[src/rtl/rob_pkg.sv]
package rob_pkg;
    parameter int unsigned PC_W    = 32;
    parameter int unsigned REG_W   = 5;
    parameter int unsigned DATA_W  = 32;
    parameter int unsigned CAUSE_W = 4;

    typedef struct packed {
        logic               valid;
        logic               done;
        logic               wr;
        logic               branch;
        logic               pred;
        logic               taken;
        logic               store;
        logic               exc;
        logic [CAUSE_W-1:0] cause;
        logic [REG_W-1:0]   dst;
        logic [PC_W-1:0]    pc;
        logic [PC_W-1:0]    target;
        logic [DATA_W-1:0]  value;
    } rob_entry_t;

    typedef enum logic [0:0] {
        ST_RUN     = 1'b0,
        ST_RECOVER = 1'b1
    } ret_state_t;
endpackage

[src/rtl/rob_ptrs.sv]
module rob_ptrs #(
    parameter int unsigned DEPTH = 8,
    localparam int unsigned TAG_W = $clog2(DEPTH),
    localparam int unsigned PTR_W = TAG_W + 1
) (
    input  logic             clk,
    input  logic             rst_n,
    input  logic             push,
    input  logic             pop,
    input  logic             flush_exc,
    input  logic             flush_br,
    output logic [TAG_W-1:0] head_idx,
    output logic [TAG_W-1:0] tail_idx,
    output logic             full
);
    logic [PTR_W-1:0] head_q, tail_q;

    always_ff @(posedge clk or negedge rst_n) begin
        if (!rst_n) begin
            head_q <= '0;
            tail_q <= '0;
        end else if (flush_exc) begin
            tail_q <= head_q;
        end else if (flush_br) begin
            head_q <= head_q + PTR_W'(1);
            tail_q <= head_q + PTR_W'(1);
        end else begin
            if (pop)  head_q <= head_q + PTR_W'(1);
            if (push) tail_q <= tail_q + PTR_W'(1);
        end
    end

    assign head_idx = head_q[TAG_W-1:0];
    assign tail_idx = tail_q[TAG_W-1:0];
    assign full     = (head_q[TAG_W] != tail_q[TAG_W]) &&
                      (head_q[TAG_W-1:0] == tail_q[TAG_W-1:0]);

    // no allocation into a full buffer unless a slot frees the same cycle
    p_no_overflow_r1: assert property (@(posedge clk) disable iff (!rst_n)
        push |-> (!full || pop));

    // a trap leaves the buffer empty
    p_trap_empty_r5: assert property (@(posedge clk) disable iff (!rst_n)
        flush_exc |=> (head_q == tail_q));

    // a mispredict retires the branch and drops everything behind it
    p_br_drop_r6: assert property (@(posedge clk) disable iff (!rst_n)
        flush_br |=> (head_q == tail_q && head_q == $past(head_q) + PTR_W'(1)));
endmodule

[src/rtl/rob_fwd.sv]
module rob_fwd
    import rob_pkg::*;
#(
    parameter int unsigned DEPTH = 8,
    localparam int unsigned TAG_W = $clog2(DEPTH)
) (
    input  logic [TAG_W-1:0]  head_idx,
    input  logic [DEPTH-1:0]  slot_match,
    input  logic [DEPTH-1:0]  slot_done,
    input  logic [DATA_W-1:0] slot_value [DEPTH],
    output logic              hit,
    output logic              ready,
    output logic [TAG_W-1:0]  tag,
    output logic [DATA_W-1:0] value
);
    logic [TAG_W-1:0] pos;

    // Scan oldest to youngest; a later match overrides, so the youngest wins.
    always_comb begin
        hit   = 1'b0;
        ready = 1'b0;
        tag   = '0;
        value = '0;
        pos   = head_idx;
        for (int k = 0; k < DEPTH; k++) begin
            pos = head_idx + TAG_W'(k);
            if (slot_match[pos]) begin
                hit   = 1'b1;
                tag   = pos;
                ready = slot_done[pos];
                value = slot_value[pos];
            end
        end
    end
endmodule

[src/rtl/rob_retire.sv]
module rob_retire
    import rob_pkg::*;
#(
    parameter logic [PC_W-1:0] TRAP_VEC = 32'h0000_0080
) (
    input  logic               clk,
    input  logic               rst_n,
    input  rob_entry_t         head,
    output logic               pop,
    output logic               flush_exc,
    output logic               flush_br,
    output logic               alloc_ok,
    output logic               cm_valid,
    output logic               cm_reg_we,
    output logic [REG_W-1:0]   cm_reg,
    output logic [DATA_W-1:0]  cm_value,
    output logic               cm_store,
    output logic [PC_W-1:0]    cm_pc,
    output logic               fl_valid,
    output logic               fl_exc,
    output logic [PC_W-1:0]    fl_pc,
    output logic [CAUSE_W-1:0] fl_cause
);
    ret_state_t state_q, state_d;

    always_ff @(posedge clk or negedge rst_n) begin
        if (!rst_n) state_q <= ST_RUN;
        else        state_q <= state_d;
    end

    always_comb begin
        pop       = 1'b0;
        flush_exc = 1'b0;
        flush_br  = 1'b0;
        alloc_ok  = 1'b0;
        cm_valid  = 1'b0;
        cm_reg_we = 1'b0;
        cm_store  = 1'b0;
        fl_valid  = 1'b0;
        fl_exc    = 1'b0;
        fl_pc     = '0;
        cm_reg    = head.dst;
        cm_value  = head.value;
        cm_pc     = head.pc;
        fl_cause  = head.cause;
        state_d   = ST_RUN;
        unique case (state_q)
            ST_RUN: begin
                alloc_ok = 1'b1;
                if (head.valid && head.done) begin
                    if (head.exc) begin
                        flush_exc = 1'b1;
                        fl_valid  = 1'b1;
                        fl_exc    = 1'b1;
                        fl_pc     = TRAP_VEC;
                        alloc_ok  = 1'b0;
                        state_d   = ST_RECOVER;
                    end else begin
                        pop       = 1'b1;
                        cm_valid  = 1'b1;
                        cm_reg_we = head.wr && !head.store;
                        cm_store  = head.store;
                        if (head.branch && (head.taken != head.pred)) begin
                            flush_br = 1'b1;
                            fl_valid = 1'b1;
                            fl_pc    = head.taken ? head.target
                                                  : head.pc + PC_W'(4);
                            alloc_ok = 1'b0;
                            state_d  = ST_RECOVER;
                        end
                    end
                end
            end
            ST_RECOVER: begin
                state_d = ST_RUN;
            end
        endcase
    end
endmodule

[src/rtl/rob_core.sv]
module rob_core
    import rob_pkg::*;
#(
    parameter int unsigned      DEPTH    = 8,
    parameter logic [PC_W-1:0]  TRAP_VEC = 32'h0000_0080,
    localparam int unsigned     TAG_W    = $clog2(DEPTH)
) (
    input  logic               clk,
    input  logic               rst_n,
    input  logic               alloc_valid,
    input  logic [PC_W-1:0]    alloc_pc,
    input  logic [REG_W-1:0]   alloc_dst,
    input  logic               alloc_wr,
    input  logic               alloc_branch,
    input  logic               alloc_pred,
    input  logic               alloc_store,
    output logic               alloc_ready,
    output logic [TAG_W-1:0]   alloc_tag,
    input  logic               cpl_valid,
    input  logic [TAG_W-1:0]   cpl_tag,
    input  logic [DATA_W-1:0]  cpl_value,
    input  logic               cpl_exc,
    input  logic [CAUSE_W-1:0] cpl_cause,
    input  logic               cpl_taken,
    input  logic [PC_W-1:0]    cpl_target,
    input  logic [REG_W-1:0]   lk_reg,
    output logic               lk_hit,
    output logic               lk_ready,
    output logic [TAG_W-1:0]   lk_tag,
    output logic [DATA_W-1:0]  lk_value,
    output logic               cm_valid,
    output logic               cm_reg_we,
    output logic [REG_W-1:0]   cm_reg,
    output logic [DATA_W-1:0]  cm_value,
    output logic               cm_store,
    output logic [PC_W-1:0]    cm_pc,
    output logic               fl_valid,
    output logic               fl_exc,
    output logic [PC_W-1:0]    fl_pc,
    output logic [CAUSE_W-1:0] fl_cause
);
    rob_entry_t        ent_vec [DEPTH];
    rob_entry_t        head_ent;
    rob_entry_t        new_ent;
    logic [TAG_W-1:0]  head_idx, tail_idx;
    logic              full, pop, push, flush_exc, flush_br, flush_any, alloc_ok;
    logic [DEPTH-1:0]  slot_match, slot_done;
    logic [DATA_W-1:0] slot_value [DEPTH];

    assign alloc_ready = alloc_ok && (!full || pop);
    assign push        = alloc_valid && alloc_ready;
    assign alloc_tag   = tail_idx;
    assign flush_any   = flush_exc || flush_br;
    assign head_ent    = ent_vec[head_idx];

    always_comb begin
        new_ent        = '0;
        new_ent.valid  = 1'b1;
        new_ent.wr     = alloc_wr;
        new_ent.branch = alloc_branch;
        new_ent.pred   = alloc_pred;
        new_ent.store  = alloc_store;
        new_ent.dst    = alloc_dst;
        new_ent.pc     = alloc_pc;
    end

    for (genvar i = 0; i < DEPTH; i++) begin : g_slot
        rob_entry_t slot_q;

        always_ff @(posedge clk or negedge rst_n) begin
            if (!rst_n) begin
                slot_q <= '0;
            end else if (flush_any) begin
                slot_q.valid <= 1'b0;
            end else begin
                if (pop && head_idx == TAG_W'(i))
                    slot_q.valid <= 1'b0;
                if (cpl_valid && cpl_tag == TAG_W'(i) && slot_q.valid) begin
                    slot_q.done   <= 1'b1;
                    slot_q.value  <= cpl_value;
                    slot_q.exc    <= cpl_exc;
                    slot_q.cause  <= cpl_cause;
                    slot_q.taken  <= cpl_taken;
                    slot_q.target <= cpl_target;
                end
                if (push && tail_idx == TAG_W'(i))
                    slot_q <= new_ent;
            end
        end

        assign ent_vec[i]    = slot_q;
        assign slot_match[i] = slot_q.valid && slot_q.wr && !slot_q.store &&
                               (slot_q.dst == lk_reg);
        assign slot_done[i]  = slot_q.done;
        assign slot_value[i] = slot_q.value;
    end

    rob_ptrs #(.DEPTH(DEPTH)) u_ptrs (
        .clk       (clk),
        .rst_n     (rst_n),
        .push      (push),
        .pop       (pop),
        .flush_exc (flush_exc),
        .flush_br  (flush_br),
        .head_idx  (head_idx),
        .tail_idx  (tail_idx),
        .full      (full)
    );

    rob_fwd #(.DEPTH(DEPTH)) u_fwd (
        .head_idx   (head_idx),
        .slot_match (slot_match),
        .slot_done  (slot_done),
        .slot_value (slot_value),
        .hit        (lk_hit),
        .ready      (lk_ready),
        .tag        (lk_tag),
        .value      (lk_value)
    );

    rob_retire #(.TRAP_VEC(TRAP_VEC)) u_retire (
        .clk       (clk),
        .rst_n     (rst_n),
        .head      (head_ent),
        .pop       (pop),
        .flush_exc (flush_exc),
        .flush_br  (flush_br),
        .alloc_ok  (alloc_ok),
        .cm_valid  (cm_valid),
        .cm_reg_we (cm_reg_we),
        .cm_reg    (cm_reg),
        .cm_value  (cm_value),
        .cm_store  (cm_store),
        .cm_pc     (cm_pc),
        .fl_valid  (fl_valid),
        .fl_exc    (fl_exc),
        .fl_pc     (fl_pc),
        .fl_cause  (fl_cause)
    );

    // the cycle after a redirect refuses allocation
    p_recover_block_r9: assert property (@(posedge clk) disable iff (!rst_n)
        fl_valid |=> !alloc_ready);

    // a ready operand always comes with a producer hit
    p_ready_hit_r8: assert property (@(posedge clk) disable iff (!rst_n)
        lk_ready |-> lk_hit);
endmodule

[config.mk]
export PLATFORM = sky130hd
export DESIGN_NAME = rob_core
export DESIGN_NICKNAME = d
export VERILOG_FILES = /design/src/rtl/rob_pkg.sv /design/src/rtl/rob_ptrs.sv /design/src/rtl/rob_fwd.sv /design/src/rtl/rob_retire.sv /design/src/rtl/rob_core.sv
export SDC_FILE = /design/constraint.sdc
export NUM_CORES = 2
export LEC_CHECK = 0
export BUFFER_PORTS_ARGS = -buffer_cell sky130_fd_sc_hd__buf_2
export CORE_MARGIN = 2
export CORE_UTILIZATION = 55
export CTS_CLUSTER_SIZE = 10
export DETAILED_ROUTE_END_ITERATION = 8
export PLACE_DENSITY = 0.73
export SLEW_MARGIN = 5
export SYNTH_ARGS = -nofsm -noshare
export SYNTH_HDL_FRONTEND = slang
export SYNTH_SLANG_ARGS = --single-unit
[constraint.sdc]
create_clock -name clk -period 5.81 [get_ports clk]
set_clock_uncertainty 0.05 [all_clocks]
set_input_delay 0.8715 -clock clk [delete_from_list [all_inputs] [get_ports clk]]
set_output_delay 0.8715 -clock clk [all_outputs]
set_load 0.05 [all_outputs]
==> flow_metrics.env <==
export IMPL_cts_tree="done"
export IMPL_final_cells=6744
export IMPL_holdCritPathClass="in2async"
export IMPL_cts_root_buffer="clkbuf_16"
export IMPL_status="complete, no violations"
export IMPL_timing_setup_tns_ns=0
export IMPL_max_slew_margin_pct=22.3
export IMPL_drc_errors=0
export IMPL_syn2layout_area_growth_pct=10.6
export IMPL_synth_area_um2=54700
export IMPL_maxSlewViolCount=0
export IMPL_finalHoldWorstSlack_ns=0.204
export IMPL_firstDrtPassIters=8
export IMPL_arrival_ns=4.86
export IMPL_synth_area_leaders="dfrtp_1 (42%), mux4_2 (17%), nand2_1 (12%), mux2_2 (7.0%), a21oi_1 (6.2%)"
export IMPL_worst_slew_pin_slew_ns=1.17
export IMPL_dp_hpwl_um=113000
export IMPL_synth_avg_cell_area_um2=10.1
export IMPL_layout_min_cycle_time_ns=5.79
export IMPL_crit_path_max_fanout=83
export IMPL_place_inst=6565
export IMPL_antenna_left=0
export IMPL_ys_ff_latch=913
export IMPL_syn_nets=5535
export IMPL_drt_wirelength_per_cell_um=28.0
export IMPL_finalHoldViolations=0
export IMPL_grt_pass1_vias=45940
export IMPL_post_route_period_util_pct=99.6
export IMPL_synth_distinct_cells=86
export IMPL_synth_top_area_share_pct=41.8
export IMPL_overflow=0
export IMPL_drt_iter0_drc=5955
export IMPL_yosysWarnings=0
export IMPL_ir_drop_mv=0.770
export IMPL_rows=115
export IMPL_fill_cells=7892
export IMPL_finalWirelength_um=189000
export IMPL_fin_nets=5529
export IMPL_crit_type="reg2out"
export IMPL_slowest_delay_ns=0.77
export IMPL_cts_buffers=106
export IMPL_async_flop_share_pct=100
export IMPL_die_w_um=319
export IMPL_io_buffers=273
export IMPL_initial_utilization_pct=55.5
export IMPL_die_y_um=319
export IMPL_gp_congestion=0.946
export IMPL_clock_sinks=913
export IMPL_rsz0062_at_grt="true"
export IMPL_p_leak_nw=25.2
export IMPL_maxCapViolations=0
export IMPL_cp_slowest_cell="a311oi_1"
export IMPL_grt_pass1_wl_um=285000
export IMPL_cts_max_level=3
export IMPL_coreArea_um2=98400
export IMPL_clk_pin_slew_ns=0.06
export IMPL_setup_viol=0
export IMPL_seqCellArea_um2=22900
export IMPL_yosys_area_top_type="dfrtp_1"
export IMPL_final_area_um2=60400
export IMPL_grt_use_total_pct=37.0
export IMPL_grt_max_degree=145
export IMPL_post_route_cells_drive_above_1_share_pct=26.0
export IMPL_multi_input_area_um2=29700
export IMPL_cp_start_kind="register"
export IMPL_fp_dieArea_um2=102000
export IMPL_cts_buffer_depth=3
export IMPL_vias=45950
export IMPL_holdBufCountCts=0
export IMPL_postPlaceCellArea_um2=57200
export IMPL_clk_latency_ns=0.73
export IMPL_max_clock_freq_mhz=173
export IMPL_synth_edf_count=0
export IMPL_end_kind="primary output"
export IMPL_powerDensity_nw_per_um2=740
export IMPL_drt_vias_per_instance=6.81
export IMPL_syn_inst=5397
export IMPL_worstPathRequired_ns=4.89
export IMPL_cp_cell_sequence="buf_12, buf_6, mux4_2, mux2i_1, nor4_2, and2_1, nand2_1, a21oi_1, a311oi_1, buf_2"
export IMPL_synth_ff_type="dfrtp_1"
export IMPL_ys_seq_area_share_pct=41.8
export IMPL_ios=274
export IMPL_antenna_found_initial=41
routing by layer:
metal | vias up | wire [um] | GRT usage [%]
li1 | 19123 | - | -
met1 | 22888 | 66500 | 46.5
met2 | 3135 | 85900 | 56.3
met3 | 782 | 22700 | 10.0
met4 | 22 | 13800 | 24.6
met5 | - | 126 | 0
logic make-up (layout without fill, tap and decap cells):
group	count (synthesis)	after routing	synth area share [%]
xor gates and xnor gates	77	77	1.23
buffers and inverters	558	590	4.73
AOI/OAI and AO/OA	936	936	9.93
and+or+nand+nor	2008	2008	14.9
other	0	28	0
adders and majority gates	15	15	0.343
muxes	890	890	27.1
DFF	913	913	41.8
synth_stat cells, types with 47 or more instances:
library cell	number
clkbuf_1	209
buf_2	148
nand3_1	77
xnor2_1	53
a21oi_1	680
buf_4	47
dfrtp_1	913
mux4_2	419
nor2_1	90
nand2_1	1682
buf_1	112
mux2i_1	117
mux2_2	340
per-stage QoR:
| step | setup WS (ns) | utilization [%] | power (W) |
|---|---|---|---|
| after CTS | -0.00230 | 61.2 | 0.0440 |
| after global routing | -0.0571 | 61.4 | 0.0466 |
| after global placement | 0.416 | 58.1 | 0.0372 |
| final | 0.0243 | 61.4 | 0.0447 |
| after detailed placement | 0.442 | 58.1 | 0.0378 |
| after floorplan | -0.162 | - | 0.0305 |
report_power, final:
part / total, W / switching [W] / internal (W)
Sequential: 0.0114 / 0.00215 / 0.00920
Combinational: 0.0272 / 0.0168 / 0.0104
Clock: 0.00616 / 0.00270 / 0.00346
cell type report:
type / instances / share of cell area, %
diodes: 28 / 0.116
clock buffers: 133 / 4.73
clock inverters: 13 / 0.315
inverters: 28 / 0.188
multi-input cells: 3926 / 49.1
flip-flops and latches: 913 / 37.8
well taps: 1287 / 2.66
repair buffers: 416 / 5.09
final timing paths:
path | from | end | slack (ns) | cells past startpoint
max in group asynchronous | rst_n | ent_vec[353]$_DFFE_PN0P_ | 4.16 | 2
max reg2reg | u_ptrs.head_q[1]$_DFFE_PN0P_ | ent_vec[111]$_DFFE_PN0P_ | 0.86 | 11
max | u_ptrs.head_q[1]$_DFFE_PN0P_ | fl_pc[8] | 0.02 | 10
min | rst_n | ent_vec[322]$_DFFE_PN0P_ | 0.20 | 1
min reg2reg | ent_vec[868]$_DFFE_PN0P_ | ent_vec[868]$_DFFE_PN0P_ | 0.45 | 1
min in group clk | cpl_value[28] | ent_vec[593]$_DFFE_PN0P_ | 0.39 | 3
placed cells by master, fill, tap and decap left out, types with 42 or more instances in the layout:
cell type / instances
mux2i_1: 116
buf_4: 100
buf_12: 47
dfrtp_1: 910
nand3_1: 74
clkbuf_16: 107
nor2_1: 87
a31oi_1: 42
buf_2: 264
a21oi_1: 656
xnor2_1: 52
nand2_1: 1681
mux4_2: 419
mux2_2: 340
nor3_1: 42
state kept, by name, summed over array words and instances (netlist names):
| signal | cells |
|---|---|
| u_ptrs.tail_q | 4 |
| ent_vec | 904 |
| u_retire.state_q | 1 |
| u_ptrs.head_q | 4 |
critical path, delay by kind of cell (launching register included):
| kind | cells | cell delay, ns |
|---|---|---|
| mux | 2 | 0.69 |
| simple gates | 3 | 0.68 |
| buf+inv | 3 | 1.21 |
| flops | 1 | 0.43 |
| compound gates | 2 | 1.07 |
timing repair:
action / CTS / global route
resized for setup: 5 / 9
cloned: 0 / 0
setup endpoints to repair: 15 / 37
hold endpoints to repair: 0 / 0
pin swaps: 1 / 2
buffers inserted: 0 / 5
No activity file was read; power rests on OpenSTA's default activity.
